## config.mk

```make
export PLATFORM = sky130hd
export DESIGN_NAME = lw_sram
export DESIGN_NICKNAME = d
export VERILOG_FILES = /design/src/rtl/lw_sram_pkg.sv /design/src/rtl/lw_sram_decode.sv /design/src/rtl/lw_sram_stages.sv /design/src/rtl/lw_sram_array.sv /design/src/rtl/lw_sram.sv
export SDC_FILE = /design/constraint.sdc
export NUM_CORES = 2
export LEC_CHECK = 0
export CAP_MARGIN = 20
export CORE_AREA = 2 2 552 664
export CTS_BUF_LIST = sky130_fd_sc_hd__clkbuf_2
export CTS_CLUSTER_DIAMETER = 200
export DETAILED_ROUTE_END_ITERATION = 8
export DIE_AREA = 0 0 554 666
export MAX_ROUTING_LAYER = met4
export PLACE_DENSITY_LB_ADDON = 0.3
export SLEW_MARGIN = 30
export SYNTH_ARGS = -nofsm -noshare
export SYNTH_HDL_FRONTEND = slang
export SYNTH_SLANG_ARGS = --single-unit
```

## constraint.sdc

```tcl
create_clock -name clk -period 11.4 [get_ports clk]
set_input_delay 2.28 -clock clk [delete_from_list [all_inputs] [get_ports clk]]
set_output_delay 2.28 -clock clk [all_outputs]
set_load 0.005 [all_outputs]
```

## src/rtl/lw_sram_pkg.sv

```systemverilog
package lw_sram_pkg;
  typedef enum logic [1:0] {
    OP_NONE  = 2'd0,
    OP_READ  = 2'd1,
    OP_WRITE = 2'd2
  } op_e;
endpackage

```

## src/rtl/lw_sram_decode.sv

```systemverilog
module lw_sram_decode
  import lw_sram_pkg::*;
#(
  parameter int CS_N = 3
) (
  input  logic [CS_N-1:0] cs,
  input  logic            sleep,
  input  logic            wr,
  output op_e             op
);
  always_comb begin
    if (!(&cs) || sleep) op = OP_NONE;
    else if (wr)         op = OP_WRITE;
    else                 op = OP_READ;
  end
endmodule

```

## src/rtl/lw_sram_stages.sv

```systemverilog
module lw_sram_stages
  import lw_sram_pkg::*;
#(
  parameter int ADDR_W = 6,
  parameter int LANES  = 4
) (
  input  logic              clk,
  input  logic              rst_n,
  input  logic              adv,
  input  logic              mode_pipe,
  input  op_e               new_op,
  input  logic [ADDR_W-1:0] new_addr,
  input  logic [LANES-1:0]  new_lanes,
  output logic              rd_hit,
  output logic [ADDR_W-1:0] rd_addr,
  output logic              cm_hit,
  output logic [ADDR_W-1:0] cm_addr,
  output logic [LANES-1:0]  cm_lanes
);
  op_e               s1_op, s2_op;
  logic [ADDR_W-1:0] s1_addr, s2_addr;
  logic [LANES-1:0]  s1_lanes, s2_lanes;

  always_ff @(posedge clk or negedge rst_n) begin
    if (!rst_n) begin
      s1_op    <= OP_NONE;
      s2_op    <= OP_NONE;
      s1_addr  <= '0;
      s2_addr  <= '0;
      s1_lanes <= '0;
      s2_lanes <= '0;
    end else if (adv) begin
      s1_op    <= new_op;
      s1_addr  <= new_addr;
      s1_lanes <= new_lanes;
      s2_op    <= s1_op;
      s2_addr  <= s1_addr;
      s2_lanes <= s1_lanes;
    end
  end

  // flow-through: read from the incoming command, commit from stage 1
  // pipelined:    read from stage 1, commit from stage 2
  always_comb begin
    if (mode_pipe) begin
      rd_hit   = (s1_op == OP_READ);
      rd_addr  = s1_addr;
      cm_hit   = (s2_op == OP_WRITE);
      cm_addr  = s2_addr;
      cm_lanes = s2_lanes;
    end else begin
      rd_hit   = (new_op == OP_READ);
      rd_addr  = new_addr;
      cm_hit   = (s1_op == OP_WRITE);
      cm_addr  = s1_addr;
      cm_lanes = s1_lanes;
    end
  end
endmodule

```

## src/rtl/lw_sram_array.sv

```systemverilog
module lw_sram_array #(
  parameter int ADDR_W = 6,
  parameter int LANES  = 4,
  parameter int LANE_W = 9
) (
  input  logic                    clk,
  input  logic                    rst_n,
  input  logic                    adv,
  input  logic                    cm_hit,
  input  logic [ADDR_W-1:0]       cm_addr,
  input  logic [LANES-1:0]        cm_lanes,
  input  logic [LANES*LANE_W-1:0] wdata,
  input  logic                    rd_hit,
  input  logic [ADDR_W-1:0]       rd_addr,
  output logic [LANES*LANE_W-1:0] out_q,
  output logic                    drv_q
);
  localparam int DW    = LANES * LANE_W;
  localparam int DEPTH = 1 << ADDR_W;

  logic [DW-1:0] mem [DEPTH];
  logic [DW-1:0] old_word, merged, rd_word;

  assign old_word = mem[cm_addr];

  for (genvar i = 0; i < LANES; i++) begin : g_lane
    assign merged[i*LANE_W +: LANE_W] = cm_lanes[i] ? wdata[i*LANE_W +: LANE_W]
                                                    : old_word[i*LANE_W +: LANE_W];
  end

  // same-edge commit forwarded into the read
  assign rd_word = (cm_hit && cm_addr == rd_addr) ? merged : mem[rd_addr];

  always_ff @(posedge clk) begin
    if (adv && cm_hit) mem[cm_addr] <= merged;
  end

  always_ff @(posedge clk or negedge rst_n) begin
    if (!rst_n) begin
      out_q <= '0;
      drv_q <= 1'b0;
    end else if (adv) begin
      drv_q <= rd_hit;
      if (rd_hit) out_q <= rd_word;
    end
  end
endmodule

```

## src/rtl/lw_sram.sv

```systemverilog
module lw_sram
  import lw_sram_pkg::*;
#(
  parameter int ADDR_W = 6,
  parameter int LANES  = 4,
  parameter int LANE_W = 9
) (
  input  logic                    clk,
  input  logic                    rst_n,
  input  logic                    mode_pipe,
  input  logic                    clk_en,
  input  logic [2:0]              cs,
  input  logic                    sleep,
  input  logic                    wr,
  input  logic [ADDR_W-1:0]       addr,
  input  logic [LANES-1:0]        lane_we,
  input  logic [LANES*LANE_W-1:0] wdata,
  input  logic                    oe,
  output logic [LANES*LANE_W-1:0] rdata,
  output logic                    bus_drive
);
  localparam int DW = LANES * LANE_W;

  op_e               cmd_op;
  logic              rd_hit, cm_hit, drv_q;
  logic [ADDR_W-1:0] rd_addr, cm_addr;
  logic [LANES-1:0]  cm_lanes;
  logic [DW-1:0]     out_q;

  lw_sram_decode #(.CS_N(3)) u_dec (
    .cs(cs), .sleep(sleep), .wr(wr), .op(cmd_op)
  );

  lw_sram_stages #(.ADDR_W(ADDR_W), .LANES(LANES)) u_stg (
    .clk(clk), .rst_n(rst_n), .adv(clk_en), .mode_pipe(mode_pipe),
    .new_op(cmd_op), .new_addr(addr), .new_lanes(lane_we),
    .rd_hit(rd_hit), .rd_addr(rd_addr),
    .cm_hit(cm_hit), .cm_addr(cm_addr), .cm_lanes(cm_lanes)
  );

  lw_sram_array #(.ADDR_W(ADDR_W), .LANES(LANES), .LANE_W(LANE_W)) u_arr (
    .clk(clk), .rst_n(rst_n), .adv(clk_en),
    .cm_hit(cm_hit), .cm_addr(cm_addr), .cm_lanes(cm_lanes), .wdata(wdata),
    .rd_hit(rd_hit), .rd_addr(rd_addr),
    .out_q(out_q), .drv_q(drv_q)
  );

  assign bus_drive = drv_q & oe;
  assign rdata     = bus_drive ? out_q : '0;
endmodule

```

Word-level counts from Yosys, hierarchy flattened

Memories as Yosys holds them, arrays and structs flattened. A register that Yosys moved wholly into a read port is not among the register bits.
Index checks and enable logic that the tools add are counted.

Order comparisons: 0
Divide/modulo/power cells: 0
Bitwise gates (word level): 1
Shift operators: 0
Muxes and demuxes: 14
Equality and inequality tests: 4
$add $sub $neg: 0
Multiply operators: 0
Reductions and logical operators: 6

Operator list:

| operator                                       | count |
|---|---|
| 2-to-1 mux 36 bit                              | 1 |
| 2-to-1 mux 9 bit                               | 4 |
| 2-to-1 mux 6 bit                               | 2 |
| == test 2 x 1 -> 1 bit (second input constant) | 2 |
| == test 2 bit (second input constant)          | 2 |
| 2-to-1 mux 1 bit                               | 4 |
| 2-to-1 mux 2 bit                               | 2 |
| 2-to-1 mux 4 bit                               | 1 |
| AND reduction 3 bit                            | 1 |
| zero test 1 bit                                | 2 |
| AND reduction 2 bit                            | 1 |
| AND 1 bit                                      | 1 |
| logical AND 1 bit                              | 1 |
| logical OR 1 bit                               | 1 |

Memory bits (read-only): 0
Bits of input ports: 56
Bits in registers: 25
Output and inout bits: 37
Latch bits: 0
Logic and storage cells: 33
Memory bits (writable): 2304
Memories kept: 1

Memory list:

| memory    | words | bits a word | read ports | clocked after memory_dff | write ports | line                | source |
|---|---|---|---|---|---|---|---|
| u_arr.mem | 64    | 36          | 2          | 1                        | 1           | lw_sram_array.sv:21 | `logic [DW-1:0] mem [DEPTH];` |

Longest topological paths before layout

Depth in word-level cells: 7
Depth in mapped cells: 15

Cells and area by module

From an unflattened synthesis, not the netlist that was laid out.

Cell total of the unflattened synthesis: 4229
Area total of the unflattened synthesis: 91783.0 µm²

By module, submodules not included:

| module         | cells each | times used | area each (µm²) |
|---|---|---|---|
| lw_sram_array  | 4106       | 1          | 90261.6 |
| lw_sram_stages | 76         | 1          | 1211.2 |
| lw_sram        | 43         | 1          | 290.3 |
| lw_sram_decode | 4          | 1          | 20.0 |

Worst setup path before layout

No wires, ideal clock.

Path kind: input to register
Start: in mode_pipe
End: mem u_arr.mem[0][22] (netlist bit), data pin
Slack: 4.804 ns
Cell stages on the path: 11
Data arrival time: 6.048 ns
Buffers on the path: 4
Path through: buf_6 > nor4b_2 > buf_2 > clkbuf_2 > clkbuf_1 > o21ai_0 > and4_1 > a31oi_1 > nor4_1 > and4_1 > a21oi_1

Word-level cells in the longest chain between the ends: 3
Elaborated cells between the ends (all ways): 4

Ends and longest elaborated chain:

| element              | line                 | source |
|---|---|---|
| start, declared      | lw_sram.sv:10        | `input logic mode_pipe,` |
| 2-to-1 mux 6 bit     | lw_sram_stages.sv:45 | `if (mode_pipe) begin` |
| memory (64 x 36 bit) | --                   |  |
| 2-to-1 mux 9 bit *   | lw_sram_array.sv:27  | `assign merged[i*LANE_W +: LANE_W] = cm_lanes[i] ? wdata[i*LANE_W +: LANE_W]` |
| via u_arr.merged[22] | lw_sram_array.sv:22  | `logic [DW-1:0] old_word, merged, rd_word;` |
| end, declared        | lw_sram_array.sv:21  |  |

Mark *: on every way through the listed nets, which the timed path passes. The rest lies on a longest branch.

Final worst setup path

Start: in oe
End: out rdata[10]

Word-level cells in the longest chain between the ends: 2

Ends and longest elaborated chain:

| element           | line          | source |
|---|---|---|
| start, declared   | lw_sram.sv:18 | `input logic oe,` |
| AND 1 bit         | lw_sram.sv:48 | `assign bus_drive = drv_q & oe;` |
| 2-to-1 mux 36 bit | lw_sram.sv:49 | `assign rdata = bus_drive ? out_q : '0;` |
| end, declared     | lw_sram.sv:19 | `output logic [LANES*LANE_W-1:0] rdata,` |

No other way between the ends.

==> metrics.md <==
| Metric | Value |
|---|---|
| Layout cells sized above 1 | `23.5%` |
| Net Count, Synth | `between 7k and 8k` |
| Unrepaired setup endpoints after global routing | `no` |
| CTS Buffer Depth | `4` |
| Routed via count | `84.0k` |
| CTS Sinks | `2365` |
| Final WL | `519000 um` |
| Mapped Area | `108000 um^2` |
| Final Critical Period | `6490 ps` |
| Cells along the critical path | `buf_2 > buf_4 > and3_1 > clkdlybuf4s50_1` |
| Failing checks | `DRC` |
| Worst Tran Pin Value | `1150 ps` |
| Async SR Flop Fraction | `around 2.6%` |
| PostCTS Resize Cnt | `0` |
| Synthesis Warnings | `0` |
| Post-Layout Cell Count | `12.7k` |
| Critical Path AT | `4210 ps` |
| Element type at the critical path start | `primary input` |
| Avg WL per Cell | `41.0 um` |
| WP buf/inv | `3` |
| Mean post-synth cell area | `15.2 um^2` |
| Root buffer cell | `clkbuf_2` |
| Final Skew | `between 100 and 150 ps` |
| Top FF cell, synth | `edfxtp_1` |
| Cell Rows | `about 240` |
| Commonest cells after routing, fill and taps aside | `edfxtp_1 (2304), clkbuf_2 (800), o21ai_0 (587)` |
| Dpl ws | `roughly 3400 ps` |
| Flops & latches, synth | `2365` |
| CP top delay family | `buffers and inverters` |
| All-Layer GR Usage | `27.8%` |
| Clock slew at reported path FFs | `120 ps` |
| Cts hold-fix bufs | `0` |
| Layout area overhead | `12.2%` |
| Lkg Pwr | `approximately 38 nW` |
| Chip height | `666 um` |
| DRC Markers | `12` |
| Crit path max-delay cell type | `and3_1` |
| Die Width | `about 550 um` |
| F_max | `0.154 GHz` |
| Final hold violation count | `0` |
| Power Density | `164 nW/um^2` |
| Drt first pass iters | `9` |
| Delay of the slowest critical-path stage | `620 ps` |
| CP required | `~9100 ps` |
| Worst setup margin | `4910 ps` |
| Sequential fraction of the synthesis area | `65.2%` |
| GPL Wtd Cong | `0.904` |
| Vias per std cell | `6.64` |
| Pin count of the biggest net entering global routing | `136` |
| Critical path type | `in -> out` |
| Max-slew headroom | `between 20% and 30%` |
| Effective utilization at floorplan | `29.8%` |
| CTS tree | `done` |
| Vias in the first global route | `79.8k` |
| First DRT Iteration DRCs | `16.9k` |
| Detail Placement HPWL | `approximately 270000 um` |
| Maximum vdd drop | `76.3 uV` |
| Worst Hold Class | `reg -> reg` |
| Placed Area | `116000 um^2` |
| # IOs | `93` |
| Overall power | `approximately 20 mW` |
| Synth Instances | `around 7k` |
| Fin crit share | `57.0%` |
| Max_cap viols | `0` |
| Finished Cell Area | `approximately 120000 um^2` |
| Max Slew Vio Count | `0` |
| Finished Core Util | `33.5%` |
| Setup repair bufs after CTS | `0` |
| Worst skew pair latency | `~1800 ps` |
| Htree depth | `6` |
| Dpl cells | `11.6k` |
| Die Footprint | `369000 um^2` |
| ANT nets after route | `0` |
| Critical Path End Type | `primary output` |
| Total CTS buffers | `564` |
| Grt total ovfl | `0` |
| First-pass GRT wire length | `approximately 690000 um` |
| Post-Route Setup TNS | `0 ps` |
| Yosys cell types | `83` |
| Status | `finished with violations` |
| Initial antenna violation count | `34` |
| Core area | `363000 um^2` |
| Final net count | `7483` |
| Setup violators final | `0` |
| Critical Path Fanout Max | `37` |
| Most common cell after layout, fill and taps aside | `edfxtp_1` |
| Min Hold Slack | `516 ps` |
| Fillers | `35.1k` |
| Number of flops mapped to enable cells by yosys | `2304` |
| PortBufs | `roughly 90` |
==> path summary, 6_finish.rpt <==
check	slack, ps	end	startpoint	depth (start not counted)
setup / recovery	4910	rdata[10]	oe	4
hold reg to reg	520	u_stg.s2_op[0]	u_stg.s2_op[0]	1
setup reg to reg	5120	u_arr.mem[40][14]	u_stg.s1_addr[2]	9
hold / removal	520	u_stg.s2_op[0]	u_stg.s2_op[0]	1
max in group asynchronous	9580	u_arr.drv_q	rst_n	2
min in group asynchronous	540	u_arr.out_q[20]	rst_n	1
==> layout make-up <==
| class | instances | area [um^2] | share of cell area (%) |
|---|---|---|---|
| inverters | 6 | 22.5 | 0.0185 |
| multi-input cells | 4112 | 36100 | 29.7 |
| clock buffers | 800 | 4000 | 3.29 |
| flip-flops and latches | 2365 | 70700 | 58.2 |
| well taps | 4777 | 5980 | 4.92 |
| repair buffers | 378 | 3620 | 2.98 |
| diodes | 40 | 100 | 0.0823 |
| clock inverters | 174 | 1060 | 0.873 |
==> logic make-up after synthesis <==
kind of cell,count (synthesis),share of synthesized area (%)
and+or+nand+nor,1180,5.66
muxes,892,13.4
buffers and inverters,635,2.80
DFF,2365,65.2
xor gates and xnor gates,6,0.0485
AOI/OAI and AO/OA,2034,12.8
==> state kept, by name (all words and copies together), names as in the netlist <==
name and flops:
u_stg.s1_lanes 4, u_arr.drv_q 1, u_stg.s2_lanes 4, u_stg.s2_addr 6
u_stg.s1_op 2, u_stg.s2_op 2, u_arr.mem 2304, u_stg.s1_addr 6
u_arr.out_q 36
==> synth_stat cells, types with 38 or more instances <==
library cell | instances | area [um^2]
buf_4 | 50 | 375
o22ai_1 | 85 | 532
o21ai_0 | 588 | 2940
nand4_1 | 59 | 369
nand3_1 | 118 | 591
and3_1 | 45 | 282
dfrtp_1 | 61 | 1530
edfxtp_1 | 2304 | 69200
a22o_1 | 169 | 1480
nor2_1 | 144 | 541
buf_2 | 248 | 1240
a2bb2oi_1 | 53 | 464
a22oi_1 | 433 | 3250
a32oi_1 | 51 | 447
a211oi_1 | 47 | 353
mux2_2 | 46 | 518
o221ai_1 | 38 | 333
and4_1 | 96 | 841
a222oi_1 | 75 | 751
a31oi_1 | 240 | 1500
nand2_1 | 508 | 1910
clkbuf_1 | 258 | 968
a221oi_1 | 57 | 499
buf_1 | 51 | 191
a21oi_1 | 108 | 541
mux4_2 | 443 | 9980
nor3_1 | 60 | 300
mux2i_1 | 398 | 3980
==> layer usage <==
layer	GRT usage [%]	wire length, um	up-vias
met5	-	0	-
met4	20.1	44200	0
met3	9.22	77500	2232
met2	40.1	223000	8506
met1	32.5	174000	42600
li1	-	-	30700
==> power breakdown <==
| part | internal [mW] | leakage, nW | total [mW] | switching (mW) |
|---|---|---|---|---|
| registers | 10.2 | 21.4 | 10.4 | 0.130 |
| clock network | 2.19 | 3.86 | 5.78 | 3.59 |
| logic | 1.07 | 12.9 | 3.76 | 2.69 |
Note: power is estimated with default switching activity, not from simulation.
